<file path="config.mk">
export PLATFORM = sky130hd
export DESIGN_NAME = vcap_ctrl
export DESIGN_NICKNAME = d
export VERILOG_FILES = /design/src/rtl/vcap_pkg.sv /design/src/rtl/vcap_sync.sv /design/src/rtl/vcap_phase.sv /design/src/rtl/vcap_addr.sv /design/src/rtl/vcap_ctrl.sv
export SDC_FILE = /design/constraint.sdc
export NUM_CORES = 1
export LEC_CHECK = 0
export BUFFER_PORTS_ARGS = -buffer_cell sky130_fd_sc_hd__buf_2
export CAP_MARGIN = 20
export CORE_AREA = 2 2 65 67
export CTS_BUF_LIST = sky130_fd_sc_hd__clkbuf_4
export DETAILED_ROUTE_END_ITERATION = 10
export DIE_AREA = 0 0 67 69
export GPL_ROUTABILITY_DRIVEN = 0
export PLACE_DENSITY_LB_ADDON = 0.2
export SETUP_SLACK_MARGIN = 0.3
export SKIP_LAST_GASP = 1
export SYNTH_ARGS = -nofsm -noshare
export SYNTH_HDL_FRONTEND = slang
export SYNTH_HIERARCHICAL = 1
export SYNTH_SLANG_ARGS = --single-unit
</file>
<file path="constraint.sdc">
create_clock -name clk_i -period 5.1 [get_ports clk_i]
set_input_delay 1.02 -clock clk_i [delete_from_list [all_inputs] [get_ports clk_i]]
set_output_delay 1.02 -clock clk_i [all_outputs]
set_load 0.03 [all_outputs]
</file>
<file path="src/rtl/vcap_pkg.sv">
package vcap_pkg;
  typedef enum logic [1:0] {
    ST_IDLE  = 2'd0,
    ST_ARMED = 2'd1,
    ST_CAP   = 2'd2,
    ST_DONE  = 2'd3
  } cap_state_e;
endpackage

</file>
<file path="src/rtl/vcap_sync.sv">
module vcap_sync #(
  parameter int N = 3
) (
  input  logic         clk_i,
  input  logic         rst_ni,
  input  logic [N-1:0] async_i,
  output logic [N-1:0] lvl_o
);
  for (genvar i = 0; i < N; i++) begin : g_bit
    logic meta_q, sync_q;
    always_ff @(posedge clk_i or negedge rst_ni) begin
      if (!rst_ni) begin
        meta_q <= 1'b0;
        sync_q <= 1'b0;
      end else begin
        meta_q <= async_i[i];
        sync_q <= meta_q;
      end
    end
    assign lvl_o[i] = sync_q;
  end
endmodule

</file>
<file path="src/rtl/vcap_phase.sv">
// Per-pixel sequencer: conversion strobe at CONV_DLY, write strobe at WR_DLY
// system cycles after start.
module vcap_phase #(
  parameter int CONV_DLY = 2,
  parameter int WR_DLY   = 5
) (
  input  logic clk_i,
  input  logic rst_ni,
  input  logic clr_i,
  input  logic start_i,
  output logic busy_o,
  output logic conv_o,
  output logic wr_o
);
  localparam int CW = $clog2(WR_DLY + 1);

  logic [CW-1:0] cnt_q;
  logic          busy_q;

  always_ff @(posedge clk_i or negedge rst_ni) begin
    if (!rst_ni) begin
      busy_q <= 1'b0;
      cnt_q  <= '0;
    end else if (clr_i) begin
      busy_q <= 1'b0;
      cnt_q  <= '0;
    end else if (busy_q) begin
      if (cnt_q == CW'(WR_DLY)) begin
        busy_q <= 1'b0;
        cnt_q  <= '0;
      end else begin
        cnt_q <= cnt_q + 1'b1;
      end
    end else if (start_i) begin
      busy_q <= 1'b1;
      cnt_q  <= CW'(1);
    end
  end

  assign busy_o = busy_q;
  assign conv_o = busy_q && (cnt_q == CW'(CONV_DLY));
  assign wr_o   = busy_q && (cnt_q == CW'(WR_DLY));
endmodule

</file>
<file path="src/rtl/vcap_addr.sv">
module vcap_addr #(
  parameter int AW    = 16,
  parameter int DEPTH = 60192
) (
  input  logic          clk_i,
  input  logic          rst_ni,
  input  logic          clr_i,
  input  logic          inc_i,
  output logic [AW-1:0] addr_o,
  output logic          last_o
);
  logic [AW-1:0] addr_q;

  always_ff @(posedge clk_i or negedge rst_ni) begin
    if (!rst_ni)     addr_q <= '0;
    else if (clr_i)  addr_q <= '0;
    else if (inc_i)  addr_q <= addr_q + 1'b1;
  end

  assign addr_o = addr_q;
  assign last_o = (addr_q == AW'(DEPTH - 1));
endmodule

</file>
<file path="src/rtl/vcap_ctrl.sv">
module vcap_ctrl
  import vcap_pkg::*;
#(
  parameter int LINE_PIX = 208,
  parameter int LINES    = 288,
  parameter int DW       = 6,
  parameter int CONV_DLY = 2,
  parameter int WR_DLY   = 5,
  localparam int MEM_DEPTH = (LINE_PIX + 1) * LINES,
  localparam int AW        = $clog2(MEM_DEPTH + 1)
) (
  input  logic          clk_i,
  input  logic          rst_ni,
  input  logic          arm_i,
  input  logic          pix_clk_i,
  input  logic          hsync_i,
  input  logic          fsync_i,
  input  logic [DW-1:0] sample_i,
  output logic          adc_cs_o,
  output logic          adc_conv_o,
  output logic [AW-1:0] mem_addr_o,
  output logic [DW-1:0] mem_data_o,
  output logic          mem_we_o,
  output logic          mem_en_o,
  output logic          done_o
);
  // sample must be back from the converter before the write strobe
  initial begin
    if (CONV_DLY < 1 || WR_DLY < CONV_DLY + 2)
      $error("vcap_ctrl: need 1 <= CONV_DLY and CONV_DLY + 2 <= WR_DLY");
  end

  logic [DW-1:0] mark_w;
  for (genvar i = 0; i < DW; i++) begin : g_mark
    assign mark_w[i] = ((i % 2) == ((DW - 1) % 2));
  end

  logic [2:0] sync_lvl, prev_q, rise;
  vcap_sync #(.N(3)) u_sync (
    .clk_i  (clk_i),
    .rst_ni (rst_ni),
    .async_i({fsync_i, hsync_i, pix_clk_i}),
    .lvl_o  (sync_lvl)
  );

  always_ff @(posedge clk_i or negedge rst_ni) begin
    if (!rst_ni) prev_q <= '0;
    else         prev_q <= sync_lvl;
  end
  assign rise = sync_lvl & ~prev_q;

  logic pix_rise, hs_rise, fs_rise, hs_lvl;
  assign pix_rise = rise[0];
  assign hs_rise  = rise[1];
  assign fs_rise  = rise[2];
  assign hs_lvl   = sync_lvl[1];

  cap_state_e state_q;
  logic capture, restart;
  logic busy, conv_stb, wr_stb, seq_start, seq_clr;
  logic [AW-1:0] addr;
  logic addr_last, addr_clr;
  logic mark_pend_q, mark_go;
  logic we_q, conv_q;
  logic [DW-1:0] data_q;

  assign capture  = (state_q == ST_CAP);
  assign restart  = fs_rise && (state_q == ST_ARMED || capture);
  assign addr_clr = restart;

  always_ff @(posedge clk_i or negedge rst_ni) begin
    if (!rst_ni) begin
      state_q <= ST_IDLE;
    end else begin
      unique case (state_q)
        ST_IDLE, ST_DONE: if (arm_i)   state_q <= ST_ARMED;
        ST_ARMED:         if (fs_rise) state_q <= ST_CAP;
        ST_CAP:           if (we_q && addr_last && !fs_rise) state_q <= ST_DONE;
        default:          state_q <= ST_IDLE;
      endcase
    end
  end

  assign seq_clr   = !capture || fs_rise;
  assign seq_start = pix_rise && capture && !hs_lvl && !busy && !fs_rise;

  vcap_phase #(.CONV_DLY(CONV_DLY), .WR_DLY(WR_DLY)) u_phase (
    .clk_i  (clk_i),
    .rst_ni (rst_ni),
    .clr_i  (seq_clr),
    .start_i(seq_start),
    .busy_o (busy),
    .conv_o (conv_stb),
    .wr_o   (wr_stb)
  );

  vcap_addr #(.AW(AW), .DEPTH(MEM_DEPTH)) u_addr (
    .clk_i (clk_i),
    .rst_ni(rst_ni),
    .clr_i (addr_clr),
    .inc_i (we_q),
    .addr_o(addr),
    .last_o(addr_last)
  );

  // one marker per sync leading edge, deferred while a pixel is in flight
  assign mark_go = mark_pend_q && capture && !busy && !we_q && !fs_rise;

  always_ff @(posedge clk_i or negedge rst_ni) begin
    if (!rst_ni)                   mark_pend_q <= 1'b0;
    else if (!capture || fs_rise)  mark_pend_q <= 1'b0;
    else if (hs_rise)              mark_pend_q <= 1'b1;
    else if (mark_go)              mark_pend_q <= 1'b0;
  end

  always_ff @(posedge clk_i or negedge rst_ni) begin
    if (!rst_ni) begin
      we_q   <= 1'b0;
      conv_q <= 1'b0;
      data_q <= '0;
    end else begin
      we_q   <= capture && !fs_rise && (wr_stb || mark_go);
      conv_q <= capture && !fs_rise && conv_stb;
      if (wr_stb)       data_q <= sample_i;
      else if (mark_go) data_q <= mark_w;
    end
  end

  assign adc_cs_o   = capture && !hs_lvl;
  assign adc_conv_o = conv_q;
  assign mem_addr_o = addr;
  assign mem_data_o = data_q;
  assign mem_we_o   = we_q;
  assign mem_en_o   = capture;
  assign done_o     = (state_q == ST_DONE);
endmodule

</file>
==> results of run 1 <==
==> worst register-to-register path: stages (launching register included) <==
cell and delay (ps):
dfrtp_1 390, inv_1 70, ha_1 320, nor2_1 120, buf_4 230, o21ai_1 160
or3_4 370, or4_1 500, a21oi_1 150
==> power by group through the flow <==
stage	Clock [W]	Combinational [W]	Sequential, W
after global routing	0.000329	0.000152	0.000350
after CTS	0.000310	0.000140	0.000347
after floorplan	0	0.0000925	0.000362
after detailed placement	0	0.000140	0.000353
after global placement	0	0.000133	0.000351
final	0.000301	0.000139	0.000347
==> cells by family (layout without fill, tap and decap cells) <==
family	count (synthesis)	in the layout	synth area share [%]
DFF	40	40	53.51
buffers and inverters	14	54	3.946
AOI/OAI and AO/OA	25	25	10.30
muxes	3	3	1.940
and+or+nand+nor	70	70	22.01
xor gates and xnor gates	12	12	5.619
adders and majority gates	4	4	2.676
==> Yosys cell counts (all sizes together), types with 4 or more instances <==
master	n
dfrtp	40
nor2	23
xnor2	9
buf	7
inv	7
nor4	7
nand2	6
nand4	6
a21oi	5
nand2b	5
nand3	5
ha	4
nor3	4
==> flip-flops by register name, indices dropped and copies added (netlist names) <==
register,cells
mem_we_o,1
prev_q,3
u_phase/busy_o,1
mem_data_o,6
u_phase/cnt_q,3
adc_conv_o,1
u_addr/addr_o,16
mark_pend_q,1
u_sync/g_bit.meta_q,3
state_q,2
u_sync/g_bit.sync_q,3
==> per-layer routing <==
| metal | track usage [%] | vias up |
|---|---|---|
| li1 | - | 668 |
| met1 | 22.97 | 672 |
| met2 | 27.17 | 38 |
| met3 | 5.220 | 6 |
| met4 | 5.896 | 0 |
| met5 | 0 | - |
==> stage by stage <==
stage | setup slack, ps | hold WS (ps) | area, sq um | utilization, % | power, W
6_report | 2529 | 376.1 | 2211 | 56.49 | 0.0007870
5_1_grt | 2424 | 392.7 | 2211 | 56.49 | 0.0008306
4_1_cts | 2522 | 374.1 | 2211 | 56.49 | 0.0007969
3_5_place_dp | 2747 | 345.7 | 2083 | 53.23 | 0.0004927
3_3_place_gp | 2831 | 335.1 | 2083 | 53.23 | 0.0004835
2_1_floorplan | 2631 | 331.2 | 1871 | - | 0.0004548
==> final cells by class <==
class,instances,area [sq um]
repair buffers,39,197.7
well taps,50,62.56
inverters,7,26.28
clock inverters,3,90.09
clock buffers,5,37.54
flip-flops and latches,40,1001
multi-input cells,114,795.8
fillers,383,1703
==> worst paths after layout <==
| check | start | end |
|---|---|---|
| worst max-delay path | state_q[0] | adc_cs_o |
| worst min-delay path | u_sync/g_bit[2].meta_q | u_sync/g_bit[2].sync_q |
| worst max register to register | state_q[0] | u_addr/addr_o[14] |
| worst min register to register | u_sync/g_bit[2].meta_q | u_sync/g_bit[2].sync_q |
| max in group asynchronous | rst_ni | u_addr/addr_o[14] |
| min in group asynchronous | rst_ni | u_addr/addr_o[8] |
==> results.json, run 1 <==
{
  "crit_top_cell": "inv_1",
  "final_cells": 258,
  "status": "complete, no violations",
  "grt_max_degree": 41,
  "max_freq_mhz": 388.9,
  "die_h_um": 69,
  "period_share_pct": 50.42,
  "grt_pass1_vias": 1354,
  "cts_tree": "done",
  "grt.overflow.total": 0,
  "io_pins": 39,
  "synth.top_cell.area_share_pct": 53.51,
  "crit_cells": 5,
  "power.leakage_nw": 1.038,
  "drv_cap": 0,
  "worstHoldPathCells": 0,
  "syn_to_final_growth_pct": 18.19,
  "path_cells": "inv_1 > ha_1 > inv_1 > nor2_1 > buf_2",
  "powerDensity_nw_per_um2": 356.0,
  "drtAntennaViolNets": 0,
  "end_kind": "output pin",
  "initial_core_util_pct": 47.79,
  "wl_met1_um": 1721,
  "core-area_sq_um": 3914,
  "cts.clk_slew.worst_paths_ps": 110,
  "crit_buf_inv": 3,
  "nets": 223,
  "syn_area_per_cell_sq_um": 11.13,
  "critPathMaxStageDelay_ps": 420,
  "final_common_cell": "dfrtp_1",
  "ff2ff_path_depth": 8,
  "dp.cells": 250,
  "crit_path_start_kind": "register",
  "final_cell_mix": "dfrtp_1 (40), buf_2 (38), nor2_1 (23), xnor2_1 (9)",
  "netSwitchingPower_w": 0.0002020,
  "yosys-top-cells-area": "dfrtp_1 (54%), nor2_1 (4.6%), xnor2_1 (4.2%)",
  "internal_power_w": 0.0005849,
  "synthCells": 168,
  "clkSinkCount": 40,
  "min_path_type": "reg2reg",
  "drc": 0,
  "relSlewSlack_pct": 43.41,
  "finalCriticalPeriod_ps": 2571,
  "async_reset_ff_share_pct": 100.0,
  "yosysTopAreaCell": "dfrtp_1",
  "synth_seq_cells": 40,
  "clk_latency_ps": 340,
  "synth_edf_count": 0,
  "finalSetupViolCount": 0,
  "hold_buffers": 0,
  "io_buffer_count": 38,
  "crit_type": "reg2out",
  "rsz0062_at_grt": "false",
  "arrival_ps": 1550,
  "rows": 23,
  "fin_tns_setup_ps": 0,
  "die_x_um": 67,
  "r2r_setup_slack_ps": 2720,
  "swShare_pct": 25.67,
  "slowest_stage": "dfrtp_1",
  "avgRoutedWirePerCell_um": 14.29,
  "antenna_found_initial": 0,
  "netlist_area_sq_um": 1871,
  "hold_viol": 0,
  "ir_drop_v": 0.0002012,
  "cts_setup_buffers": 0,
  "cts_root_buf": "clkbuf_4",
  "dr.pass1.iters": 4,
  "top_layer": "met4",
  "clkPwrFrac_pct": 38.3,
  "comb_power_share_pct": 17.6,
  "critPathTopFamily": "flip-flops",
  "place_hpwl_um": 2732,
  "cts.repair.resized": 0,
  "slew_viol_final": 0,
  "die_area_sq_um": 4623,
  "synth_cell_type_count": 46,
  "clk_path_buf_depth": 2,
  "skew_ps": 5.319,
  "worst_pin_slew_ps": 848.8,
  "path_max_fanout": 6,
  "wl_met2_um": 1752,
  "via_count": 1384,
  "required_ps": 4080,
  "diodes": 0,
  "seqPwrFrac_pct": 44.1,
  "drt-total-wl_um": 3687,
  "cts_buffers": 5,
  "htree_num_levels": 2,
  "synth-main-ff-cell": "dfrtp_1",
  "grt_use_total_pct": 17.43,
  "yosysSeqAreaShare_pct": 53.51,
  "synth_warnings": 6,
  "first_iter_violations": 75,
  "grt_pass1_wl_um": 6251,
  "layout-drive-gt1-share_pct": 30.29,
  "met3_length_um": 172,
  "vias_per_cell": 5.364,
  "syn_nets": 184
}
No activity file was read; power rests on OpenSTA's default activity.
==> inputs of run 2 (changes only) <==
- clock period: 5.1 -> 2.1 ns (I/O delays scaled with it)
==> results.json, run 2 (synthesized netlist as in run 1, its figures left out) <==
{
  "crit_cells": 8,
  "grt_pass1_vias": 1412,
  "skew_ps": 20.57,
  "fin_tns_setup_ps": 0,
  "layout-drive-gt1-share_pct": 39.82,
  "relSlewSlack_pct": 67.31,
  "die_x_um": 67,
  "max_freq_mhz": 512.5,
  "rows": 23,
  "critPathTopFamily": "simple AND/OR/NAND/NOR gates",
  "arrival_ps": 2230,
  "fill_cells": 335,
  "clk_path_buf_depth": 2,
  "drtAntennaViolNets": 0,
  "via_count": 1438,
  "cts.clk_slew.worst_paths_ps": 140,
  "initial_core_util_pct": 47.79,
  "finalSetupViolCount": 0,
  "met3_length_um": 192,
  "min_path_type": "in2async",
  "grt_max_degree": 41,
  "top_layer": "met4",
  "dr.pass1.iters": 4,
  "largest_register_ffs": 16,
  "grt_use_total_pct": 18.35,
  "slowest_stage": "dfrtp_1",
  "clk_latency_ps": 350,
  "required_ps": 2370,
  "rsz0062_at_grt": "true",
  "path_max_fanout": 4,
  "die_h_um": 69,
  "end_kind": "register",
  "whs_ps": 97.65,
  "die_area_sq_um": 4623,
  "fin_util_pct": 60.68,
  "crit_path_start_kind": "register",
  "drt-total-wl_um": 3989,
  "status": "complete, no violations",
  "nets": 236,
  "diodes": 0,
  "final_cell_mix": "dfrtp_1 (40), buf_2 (37), nor2_1 (21), buf_4 (13), xnor2_1 (8)",
  "wl_met1_um": 1818,
  "cts_buffers": 5,
  "finalCriticalPeriod_ps": 1951,
  "place_hpwl_um": 2733,
  "powerDensity_nw_per_um2": 773.7,
  "avgRoutedWirePerCell_um": 14.72,
  "path_cells": "inv_2 > ha_4 > nor2_4 > buf_6 > o21ai_4 > or3_4 > or4_4 > a21oi_2",
  "first_iter_violations": 74,
  "drv_cap": 0,
  "io_pins": 39,
  "ff2ff_path_depth": 8,
  "hold_buffers": 0,
  "hold_viol": 0,
  "core-area_sq_um": 3914,
  "antenna_found_initial": 0,
  "crit_buf_inv": 2,
  "io_buffer_count": 38,
  "critPathMaxStageDelay_ps": 420,
  "final_common_cell": "dfrtp_1",
  "worst_pin_slew_ps": 490.4,
  "grt_pass1_wl_um": 6499,
  "grt.overflow.total": 0,
  "vias_per_cell": 5.306,
  "period_share_pct": 92.92,
  "finalPower_w": 0.001837,
  "wl_met2_um": 1895,
  "cts_tree": "done",
  "crit_type": "reg2reg",
  "cts_root_buf": "clkbuf_4",
  "htree_num_levels": 2,
  "syn_to_final_growth_pct": 26.96,
  "ir_drop_v": 0.0004808,
  "clkSinkCount": 40,
  "drc": 0,
  "slew_viol_final": 0,
  "power.leakage_nw": 1.122
}
-- run 2: changes by cell type in the layout (fill, tap and decap cells not counted), sizes merged --
cell,change
bufinv,-2
buf,+13
clkinv,+2
-- run 2: worst reg2reg max path, stage by stage (launching register included) --
cell	delay, ps
dfrtp_1	420
inv_2	90
ha_4	210
nor2_4	80
buf_6	120
o21ai_4	60
or3_4	340
or4_4	420
a21oi_2	130
-- run 2: cell type report --
type | count | area (sq um) | area share (%)
Clock buffer | 5 | 37.54 | 1.581
Clock inverter | 3 | 47.55 | 2.002
Multi-Input combinational cell | 114 | 894.6 | 37.67
Tap cell | 50 | 62.56 | 2.634
Timing Repair Buffer | 52 | 305.3 | 12.86
Sequential cell | 40 | 1001 | 42.15
Inverter | 7 | 26.28 | 1.106
-- run 2: what timing repair did --
| item | in CTS | in global routing |
|---|---|---|
| setup buffers | 5 | 3 |
| pin swaps | 3 | 4 |
| endpoints found under the setup margin | 10 | 8 |
| gates resized for setup | 8 | 8 |
-- run 2: routing by layer --
layer | GRT usage, % | up-vias
met3 | 5.220 | 6
li1 | - | 697
met5 | 0 | -
met4 | 7.483 | 0
met1 | 25.11 | 692
met2 | 27.17 | 43
-- run 2: worst paths after layout --
kind | end | start | slack (ps)
worst min-delay path | prev_q[2] | rst_ni | 100
worst max-delay path | u_addr/addr_o[14] | state_q[0] | 150
min in group clk_i | u_sync/g_bit[1].meta_q | hsync_i | 180
max in group asynchronous | u_addr/addr_o[1] | rst_ni | 1650
worst min register to register | u_sync/g_bit[2].sync_q | u_sync/g_bit[2].meta_q | 360
worst max register to register | u_addr/addr_o[14] | state_q[0] | 150
-- run 2: per-stage QoR --
step	std cells	instance area (sq um)	worst slack (ps)
after floorplan	168	1893	90.89
after global placement	255	2141	55.11
after detailed placement	255	2141	12.22
after CTS	268	2302	141.3
after global routing	271	2375	100.3
final	271	2375	148.8
-- run 2: power by group --
| group | switching (W) | internal, W |
|---|---|---|
| logic | 0.000263 | 0.000216 |
| clock network | 0.000263 | 0.000254 |
| registers | 0.0000297 | 0.000811 |
==> inputs of run 3 (changes only) <==
- clock period: 2.1 -> 1.95 ns (I/O delays scaled with it)
==> results.json, run 3 (synthesized netlist as in run 1, its figures left out) <==
{
  "status": "complete, no violations",
  "via_count": 1508,
  "relSlewSlack_pct": 76.68,
  "grt_pass1_vias": 1465,
  "seqPwrFrac_pct": 43.5,
  "cp-startpoint": "u_addr/addr_o[0]",
  "clkSinkCount": 40,
  "cts_root_buf": "clkbuf_4",
  "min_path_type": "in2reg",
  "worst_pin_slew_ps": 348.8,
  "rows": 23,
  "clk_path_buf_depth": 2,
  "powerDensity_nw_per_um2": 822.9,
  "die_h_um": 69,
  "required_ps": 2240,
  "netSwitchingPower_w": 0.0006252,
  "io_buffer_count": 38,
  "clkPwrFrac_pct": 27.1,
  "whs_ps": 133.3,
  "comb_power_share_pct": 29.3,
  "final_cell_mix": "dfrtp_1 (37), buf_2 (36), buf_4 (24), nor2_1 (21), xnor2_1 (8)",
  "core-area_sq_um": 3914,
  "crit_path_start_kind": "register",
  "nets": 250,
  "grt.overflow.total": 0,
  "dr.pass1.iters": 4,
  "first_iter_violations": 58,
  "place_hpwl_um": 2790,
  "diodes": 0,
  "wl_met1_um": 1821,
  "die_x_um": 67,
  "finalPower_w": 0.002072,
  "grt_pass1_wl_um": 6686,
  "wl_met2_um": 2183,
  "avgRoutedWirePerCell_um": 14.83,
  "top_layer": "met4",
  "cts_tree": "done",
  "finalCriticalPeriod_ps": 1901,
  "skew_ps": 2.580,
  "drv_cap": 0,
  "vias_per_cell": 5.291,
  "cts.clk_slew.worst_paths_ps": 120,
  "power.leakage_nw": 1.178,
  "syn_to_final_growth_pct": 34.58,
  "crit-reg2reg-launch": "u_addr/addr_o[0]",
  "arrival_ps": 2190,
  "hold_viol": 0,
  "met3_length_um": 185,
  "grt_use_total_pct": 18.51,
  "grt_max_degree": 41,
  "slew_viol_final": 0,
  "die_area_sq_um": 4623,
  "layout-drive-gt1-share_pct": 46.38,
  "htree_num_levels": 2,
  "internal_power_w": 0.001446,
  "fin_util_pct": 64.32,
  "drt-total-wl_um": 4227,
  "swShare_pct": 30.18,
  "antenna_found_initial": 0,
  "path_max_fanout": 5,
  "final_common_cell": "dfrtp_1",
  "ir_drop_v": 0.0005400,
  "finalSetupViolCount": 0,
  "rsz0062_at_grt": "true",
  "cts_buffers": 5,
  "max_freq_mhz": 525.9,
  "io_pins": 39,
  "worstHoldStart": "pix_clk_i",
  "drc": 0,
  "period_share_pct": 97.51,
  "clk_latency_ps": 350,
  "initial_core_util_pct": 47.79,
  "drtAntennaViolNets": 0,
  "crit_type": "reg2reg",
  "end_kind": "register",
  "largest_register_ffs": 16
}
## run 3: cell count changes in the layout (fill, tap and decap cells not counted), moves of 2 or more
cell,before,now
buf_4,13,24
nor4_2,1,5
dfrtp_1,40,37
dfrtp_2,0,3
nor4_1,4,1
buf_6,2,4
clkinv_4,2,0
## run 3: layer usage
layer	vias up	GRT usage [%]
li1	727	-
met1	741	24.25
met2	35	30.58
met3	5	3.915
met4	0	5.215
met5	-	0
## run 3: power groups by stage
stage | Combinational, W | Sequential, W | Clock (W)
finish | 0.000607 | 0.000902 | 0.000562
floorplan | 0.000267 | 0.000954 | 0
global placement | 0.000427 | 0.000916 | 0
CTS | 0.000559 | 0.000902 | 0.000579
global route | 0.000654 | 0.000906 | 0.000614
detailed placement | 0.000449 | 0.000918 | 0
## run 3: cell type report
cell class	instances	area (sq um)
Fill cell	333	1396
Sequential cell	40	1005
Multi-Input combinational cell	114	904.6
Timing Repair Buffer	66	435.4
Tap cell	50	62.56
Clock inverter	3	46.29
Clock buffer	5	37.54
Inverter	7	26.28
## run 3: metrics by stage
stage               std cells  setup slack [ps]  area [sq um]  setup TNS, ps
floorplan                 168            -10.70          1903         -10.70
global placement          260             51.73          2201              0
detailed placement        260            -6.929          2201         -6.929
CTS                       278             17.08          2426              0
global route              285            -17.08          2517         -17.08
finish                    285             48.59          2517              0
## run 3: path summary, 6_finish.rpt
| kind | depth (start not counted) | endpoint | slack, ps |
|---|---|---|---|
| min | 1 | u_sync/g_bit[0].meta_q | 130 |
| min in group asynchronous | 3 | u_sync/g_bit[2].meta_q | 520 |
| max reg2reg | 5 | u_addr/addr_o[14] | 50 |
| max in group asynchronous | 3 | u_addr/addr_o[5] | 1230 |
| max | 5 | u_addr/addr_o[14] | 50 |
| min reg2reg | 0 | u_sync/g_bit[1].sync_q | 360 |
## run 3: repair_timing
action / in CTS / in global routing
buffers inserted: 9 / 7
setup endpoints to repair: 13 / 17
pin swaps: 7 / 3
resized for setup: 15 / 10
hold endpoints to repair: 40 / 0
hold buffers: 1 / 0
## run 3: critical path: stages (launching register included)
cell and delay (ps):
dfrtp_1 450, ha_1 250, nand3_2 160, or3_4 440, or4_4 420, a21oi_2 120
